File: src/rtl/mdm_pkg.sv
package mdm_pkg;
   // status line indices, in the order the status value reports them
   localparam int LINE_CTS  = 0;
   localparam int LINE_DSR  = 1;
   localparam int LINE_RI   = 2;
   localparam int LINE_DCD  = 3;
   localparam int NUM_LINES = 4;

   // control bit positions
   localparam int CB_DTR  = 0;
   localparam int CB_RTS  = 1;
   localparam int CB_OUT1 = 2;
   localparam int CB_OUT2 = 3;
   localparam int CB_LOOP = 4;
   localparam int CTRL_USED = 5;

   typedef enum logic {
      DET_ANY_EDGE = 1'b0,
      DET_TRAILING = 1'b1
   } det_kind_e;

   function automatic det_kind_e kind_of_line(input int idx);
      return (idx == LINE_RI) ? DET_TRAILING : DET_ANY_EDGE;
   endfunction
endpackage

File: src/rtl/mdm_sync.sv
module mdm_sync #(
   parameter int   WIDTH     = 4,
   parameter int   STAGES    = 2,
   parameter logic RESET_VAL = 1'b1
) (
   input  logic             clk,
   input  logic             rst_n,
   input  logic [WIDTH-1:0] async_i,
   output logic [WIDTH-1:0] sync_o
);
   if (STAGES < 2) begin : g_bad_stages
      $error("mdm_sync: STAGES must be at least 2");
   end
   if (WIDTH < 1) begin : g_bad_width
      $error("mdm_sync: WIDTH must be positive");
   end

   for (genvar b = 0; b < WIDTH; b++) begin : g_bit
      logic [STAGES-1:0] chain;
      always_ff @(posedge clk or negedge rst_n) begin
         if (!rst_n) chain <= {STAGES{RESET_VAL}};
         else        chain <= {chain[STAGES-2:0], async_i[b]};
      end
      assign sync_o[b] = chain[STAGES-1];
   end
endmodule

File: src/rtl/mdm_ctrl_reg.sv
module mdm_ctrl_reg #(
   parameter int BUS_W  = 8,
   parameter int KEEP_W = 5
) (
   input  logic              clk,
   input  logic              rst_n,
   input  logic              we_i,
   input  logic [BUS_W-1:0]  wdata_i,
   output logic [KEEP_W-1:0] ctrl_o
);
   if (KEEP_W > BUS_W) begin : g_bad_keep
      $error("mdm_ctrl_reg: KEEP_W exceeds BUS_W");
   end

   // bits above KEEP_W are dropped on write
   always_ff @(posedge clk or negedge rst_n) begin
      if (!rst_n)    ctrl_o <= '0;
      else if (we_i) ctrl_o <= wdata_i[KEEP_W-1:0];
   end
endmodule

File: src/rtl/mdm_change_det.sv
module mdm_change_det
   import mdm_pkg::*;
#(
   parameter int N = NUM_LINES
) (
   input  logic         clk,
   input  logic         rst_n,
   input  logic [N-1:0] level_i,
   input  logic         clear_i,
   output logic [N-1:0] flag_o
);
   logic [N-1:0] level_q;
   logic [N-1:0] event_w;

   always_ff @(posedge clk or negedge rst_n) begin
      if (!rst_n) level_q <= '0;
      else        level_q <= level_i;
   end

   for (genvar i = 0; i < N; i++) begin : g_line
      if (kind_of_line(i) == DET_TRAILING) begin : g_trail
         // asserted level dropping means the pin rose
         assign event_w[i] = level_q[i] & ~level_i[i];
      end else begin : g_any
         assign event_w[i] = level_q[i] ^ level_i[i];
      end

      always_ff @(posedge clk or negedge rst_n) begin
         if (!rst_n) flag_o[i] <= 1'b0;
         else        flag_o[i] <= (flag_o[i] & ~clear_i) | event_w[i];
      end
   end
endmodule

File: src/rtl/modem_ctl_stat.sv
module modem_ctl_stat
   import mdm_pkg::*;
#(
   parameter int SYNC_STAGES = 2,
   parameter int BUS_W       = 8
) (
   input  logic             clk,
   input  logic             rst_n,
   input  logic             ctrl_we_i,
   input  logic [BUS_W-1:0] ctrl_wdata_i,
   input  logic             status_rd_i,
   input  logic             line_cts_i,
   input  logic             line_dsr_i,
   input  logic             line_ri_i,
   input  logic             line_dcd_i,
   output logic             dtr_o,
   output logic             rts_o,
   output logic [2*NUM_LINES-1:0] status_o,
   output logic             irq_o,
   output logic             loopback_o
);
   if (BUS_W < CTRL_USED) begin : g_bad_bus
      $error("modem_ctl_stat: BUS_W too narrow for control bits");
   end

   logic [CTRL_USED-1:0] ctrl_q;
   logic [NUM_LINES-1:0] pins_w, pins_s, level_w, flags_w;

   mdm_ctrl_reg #(.BUS_W(BUS_W), .KEEP_W(CTRL_USED)) u_ctrl (
      .clk(clk), .rst_n(rst_n), .we_i(ctrl_we_i),
      .wdata_i(ctrl_wdata_i), .ctrl_o(ctrl_q)
   );

   assign pins_w[LINE_CTS] = line_cts_i;
   assign pins_w[LINE_DSR] = line_dsr_i;
   assign pins_w[LINE_RI]  = line_ri_i;
   assign pins_w[LINE_DCD] = line_dcd_i;

   mdm_sync #(.WIDTH(NUM_LINES), .STAGES(SYNC_STAGES), .RESET_VAL(1'b1)) u_sync (
      .clk(clk), .rst_n(rst_n), .async_i(pins_w), .sync_o(pins_s)
   );

   logic [NUM_LINES-1:0] loop_w;
   assign loop_w[LINE_CTS] = ctrl_q[CB_RTS];
   assign loop_w[LINE_DSR] = ctrl_q[CB_DTR];
   assign loop_w[LINE_RI]  = ctrl_q[CB_OUT1];
   assign loop_w[LINE_DCD] = ctrl_q[CB_OUT2];

   assign level_w = ctrl_q[CB_LOOP] ? loop_w : ~pins_s;

   mdm_change_det #(.N(NUM_LINES)) u_det (
      .clk(clk), .rst_n(rst_n), .level_i(level_w),
      .clear_i(status_rd_i), .flag_o(flags_w)
   );

   assign dtr_o      = ~ctrl_q[CB_DTR];
   assign rts_o      = ~ctrl_q[CB_RTS];
   assign loopback_o = ctrl_q[CB_LOOP];
   assign status_o   = {level_w, flags_w};
   assign irq_o      = |flags_w;
endmodule

File: config.mk
export PLATFORM = sky130hd
export DESIGN_NAME = modem_ctl_stat
export DESIGN_NICKNAME = d
export VERILOG_FILES = /design/src/rtl/mdm_pkg.sv /design/src/rtl/mdm_sync.sv /design/src/rtl/mdm_ctrl_reg.sv /design/src/rtl/mdm_change_det.sv /design/src/rtl/modem_ctl_stat.sv
export SDC_FILE = /design/constraint.sdc
export NUM_CORES = 1
export LEC_CHECK = 0
export BUFFER_PORTS_ARGS = -buffer_cell sky130_fd_sc_hd__clkbuf_2
export CAP_MARGIN = 40
export CORE_ASPECT_RATIO = 1.25
export CORE_MARGIN = 8
export CORE_UTILIZATION = 45
export CTS_CLUSTER_SIZE = 40
export DETAILED_ROUTE_END_ITERATION = 12
export PLACE_DENSITY = 0.79
export SYNTH_ARGS = -nofsm -noshare
export SYNTH_HDL_FRONTEND = slang
export SYNTH_HIERARCHICAL = 1
export SYNTH_SLANG_ARGS = --single-unit
File: constraint.sdc
create_clock -name clk -period 1.4 [get_ports clk]
set_clock_uncertainty 0.1 [all_clocks]
set_input_delay 0.14 -clock clk [delete_from_list [all_inputs] [get_ports clk]]
set_output_delay 0.14 -clock clk [all_outputs]
set_load 0.02 [all_outputs]
## Word level (Yosys, flattened, before mapping)

Index checks and enable logic that the tools add are counted.
Widths: inputs -> output; s select.

| operators by class | value |
|---|---|
| reductions and logical operators | 1 |
| bitwise operators | 17 |
| muxes and demuxes | 1 |

Operator list:

| cell | count |
|---|---|
| $and 1x1->1 | 5 |
| $mux 4 | 1 |
| $not 1->1 | 4 |
| $not 4->4 | 1 |
| $or 1x1->1 | 4 |
| $reduce_or 4->1 | 1 |
| $xor 1x1->1 | 3 |

| storage, ports and cells | value |
|---|---|
| logic and storage cells | 29 |
| register bits after elaboration | 21 |
| bits of input ports | 16 |
| output and inout bits | 12 |

## Logic depth before layout (Yosys ltp)

| logic depth | value |
|---|---|
| word-level depth | 5 |
| mapped depth | 4 |
| gate-level depth less buffers | 4 |

## By module

Netlist, hierarchy kept.

Modules (own cells, without submodules):

| module | times used | sequential area each (um^2) | cells each | area each (um^2) |
|---|---|---|---|---|
| mdm_change_det | 1 | 200.2 | 20 | 266.5 |
| mdm_sync | 1 | 210.2 | 12 | 240.2 |
| mdm_ctrl_reg | 1 | 125.1 | 10 | 181.4 |
| modem_ctl_stat | 1 | 0.0 | 11 | 50.0 |

## Worst setup path before layout

OpenSTA, ideal clock, no wires.

| timing | value |
|---|---|
| kind | reg-to-reg |
| start | reg u_ctrl.ctrl_o[4] |
| end | reg u_det.flag_o[0] |
| slack | -0.256 ns |
| buffers on the path | 0 |
| setup time | 0.126 ns |
| period minus slack after synthesis | 1.656 ns |
| data required time | 1.174 ns |
| cell stages (with the launch flop) | 4 |
| arrival time | 1.430 ns |
| cells stage by stage | dfrtp_1 > o21ai_0 > xnor2_1 > o21ai_1 |

| on the way | value |
|---|---|
| longest elaborated chain between the ends | 3 |

RTL lines:

| item | line | text |
|---|---|---|
| from (decl) | mdm_ctrl_reg.sv:9 | `output logic [KEEP_W-1:0] ctrl_o` |
| from (signal assigned) | mdm_ctrl_reg.sv:18 | `else if (we_i) ctrl_o <= wdata_i[KEEP_W-1:0];` |
| $mux 4 | modem_ctl_stat.sv:49 | `assign level_w = ctrl_q[CB_LOOP] ? loop_w : ~pins_s;` |
| named net status_o[4] | modem_ctl_stat.sv:18 | `output logic [2*NUM_LINES-1:0] status_o,` |
| $xor 1x1->1 | mdm_change_det.sv:25 | `assign event_w[i] = level_q[i] ^ level_i[i];` |
| $or 1x1->1 | mdm_change_det.sv:30 | `else flag_o[i] <= (flag_o[i] & ~clear_i) \| event_w[i];` |
| to (signal, indexed assignment) | mdm_change_det.sv:30 |  |
| to (decl) | mdm_change_det.sv:10 | `output logic [N-1:0] flag_o` |

The timed path passes the listed nets, and every way through them passes these cells.
A chain may end at the register's enable or synchronous reset.

## Worst setup path after layout

| timing | value |
|---|---|
| start | reg u_det.flag_o[2] |
| end | out irq_o |

| on the way | value |
|---|---|
| longest elaborated chain between the ends | 1 |

RTL lines:

| item | line | text |
|---|---|---|
| $reduce_or 4->1 | modem_ctl_stat.sv:60 | `assign irq_o = \|flags_w;` |
| to (decl) | modem_ctl_stat.sv:19 | `output logic irq_o,` |

No other way between the ends.

==> flow_summary.json <==
{
  "status": "finished, violations left",
  "violations": "negative setup slack",
  "min_from": "ctrl_we_i",
  "power.clock.fraction_pct": 19.8,
  "leakage_nw": 0.575,
  "power_mw": 1.46,
  "regArea_sq_um": 537,
  "peakVddDrop_v": 0.000906,
  "r2r-start": "u_ctrl/ctrl_o[4]",
  "sw_frac_of_total_pct": 29.7,
  "startpoint_type": "register",
  "whs_path_depth": 2,
  "antenna_found_initial": 0,
  "powerDensity_mw_per_mm2": 1220,
  "critPathRequiredTime_ns": 1.16,
  "dpl.hpwl_um": 987,
  "crit_type": "reg2out",
  "grt_setup_unrepaired": "yes",
  "drive_gt1_share_pct": 62.2,
  "die_h_um": 61.3,
  "slowest_delay_ns": 0.54,
  "period_share_pct": 117,
  "instances_no_fill": 116,
  "overflow": 0,
  "syn2layout_area_growth_pct": 62.2,
  "setup_violations": 4,
  "crit_start": "u_det/flag_o[2]",
  "rows": 16,
  "hp-class": "in2reg",
  "fmax_mhz": 608,
  "synth_cells": 53,
  "htreeDepth": 1,
  "synth-seq-cells": 21,
  "final_common_cell": "clkbuf_2",
  "layout_min_cycle_time_ns": 1.64,
  "synth_area_per_cell_sq_um": 13.9,
  "final-hold-violation-count": 0,
  "grt_pass1_wl_mm": 2.72,
  "port_buffers": 24,
  "post-route-cell-area_sq_mm": 0.00120,
  "end_kind": "primary output",
  "track_usage_pct": 11.4,
  "syn-cell-area_sq_um": 738,
  "place_area_sq_um": 851,
  "whs_ns": 0.0799,
  "antenna_left": 0,
  "critical_path_arrival_ns": 1.40,
  "switchingPower_mw": 0.433,
  "pin_count": 28,
  "cp_max_fo": 3,
  "cts_buffers": 3,
  "multi_input_area_sq_um": 215,
  "routed_wl_mm": 1.78,
  "combPwrFrac_pct": 29.1,
  "r2r_cells": 6,
  "grt_pass1_vias": 622,
  "drv_cap": 0,
  "vias_per_cell": 4.62,
  "drtIter0Drc": 3,
  "ys_seq_area_share_pct": 72.5,
  "fin_nets": 115,
  "initial_core_util_pct": 47.3,
  "grt_max_degree": 22,
  "die_w_um": 52.2,
  "antenna_cells": 0,
  "syn-num-nets": 69,
  "met2_usage_pct": 21.3,
  "vias": 536,
  "cts_tree": "done",
  "slew_viol_final": 0,
  "grt_busiest_layer": "met2",
  "worst_slack_ns": -0.245,
  "gp_congestion": 0.721,
  "fill_cells": 94,
  "die_area_sq_mm": 0.00320,
  "yosysWarningCount": 6,
  "clockRootBuffer": "clkbuf_4",
  "post_drt_wl_per_cell_um": 15.3,
  "core_area_sq_mm": 0.00156,
  "crit_slowest_cell": "or4_4",
  "cts_buffer_depth": 2,
  "worstPathCellList": "or4_4, buf_6",
  "max_slew_margin_pct": 66.1,
  "dr.pass1.iters": 4,
  "use_met3_pct": 4.83,
  "mostFrequentLayoutCells": "18 x clkbuf_2, 12 x dfrtp_1, 11 x dlygate4sd3_1",
  "clkLatencyLatePin_ns": 0.30,
  "internal_power_mw": 1.02,
  "worstMarginPinSlew_ns": 0.508,
  "grtUsageMet1_pct": 10.9,
  "cts.sinks": 21,
  "remaining_drc_errors": 0,
  "clk_pin_slew_ns": 0.11,
  "dp.cells": 91,
  "synth_cell_types": 11,
  "seq_power_share_pct": 51.1
}
==> power groups by stage <==
stage,combinational [mW],clock (mW),sequential [mW]
floorplan,0.117,0,0.770
global route,0.458,0.315,0.753
finish,0.424,0.289,0.744
CTS,0.351,0.289,0.731
global placement,0.243,0,0.734
detailed placement,0.248,0,0.741
==> cells in the mapped netlist <==
cell     number  area (sq um)
o21ai_0       4          20.0
or4_1         1          7.51
inv_1         7          26.3
mux2_2        5          56.3
xnor2_1       3          26.3
nand2_1       4          15.0
dfstp_2       8           210
o21ai_1       3          15.0
buf_4         4          30.0
dfrtp_1      13           325
o22ai_1       1          6.26
==> worst max-delay path: cells and delay by family (launching register included) <==
family	cells	cell delay, ns
buf+inv	1	0.15
flops	1	0.42
simple gates	1	0.54
==> worst paths after layout <==
kind                                            endpoint  slack (ns)
worst max-delay path                               irq_o       -0.24
worst min-delay path                    u_ctrl/ctrl_o[0]        0.08
worst max register to register           u_det/flag_o[1]        0.05
worst min register to register  u_sync/g_bit[1].chain[1]        0.26
max in group asynchronous               u_ctrl/ctrl_o[4]        0.60
min in group asynchronous               u_ctrl/ctrl_o[0]        0.24
==> cell type report <==
class	instances	area share, %
flip-flops and latches	21	44.8
well taps	18	1.88
inverters	7	2.19
multi-input cells	21	18.0
clock buffers	4	2.19
repair buffers	45	30.9
==> state kept, by name (all words and copies together), names as in the netlist <==
register and count:
u_sync/g_bit.chain 8, u_ctrl/ctrl_o 5, u_det/level_q 4, u_det/flag_o 4
==> what timing repair did <==
action,CTS,global route
hold buffers,11,0
pin swaps,2,3
endpoints found under the setup margin,5,6
gates resized for setup,20,15
buffers inserted,6,4
endpoints found under the hold margin,26,0
==> cells by family (layout without fill, tap and decap cells) <==
family,count (synthesis),count (layout),share of synthesized area [%]
muxes,5,5,7.63
DFF,21,21,72.5
xor gates and xnor gates,3,3,3.56
buffers and inverters,11,56,7.63
AOI/OAI and AO/OA,8,8,5.59
and+or+nand+nor,5,5,3.05
==> metal layers <==
metal  part of all wire (%)  up-vias
met3                    7.8        2
li1                       -      255
met1                     38      257
met2                     53       22
met5                      0        -
met4                   0.34        0
==> stage by stage <==
stage | utilization (%) | setup TNS [ns] | setup WS, ns
floorplan | - | -0.117 | -0.0420
global placement | 54.5 | 0 | 0.129
detailed placement | 54.5 | 0 | 0.101
CTS | 70.4 | -0.337 | -0.228
global route | 76.7 | -0.709 | -0.277
finish | 76.7 | -0.462 | -0.245
(Power assumes the default switching activity.)
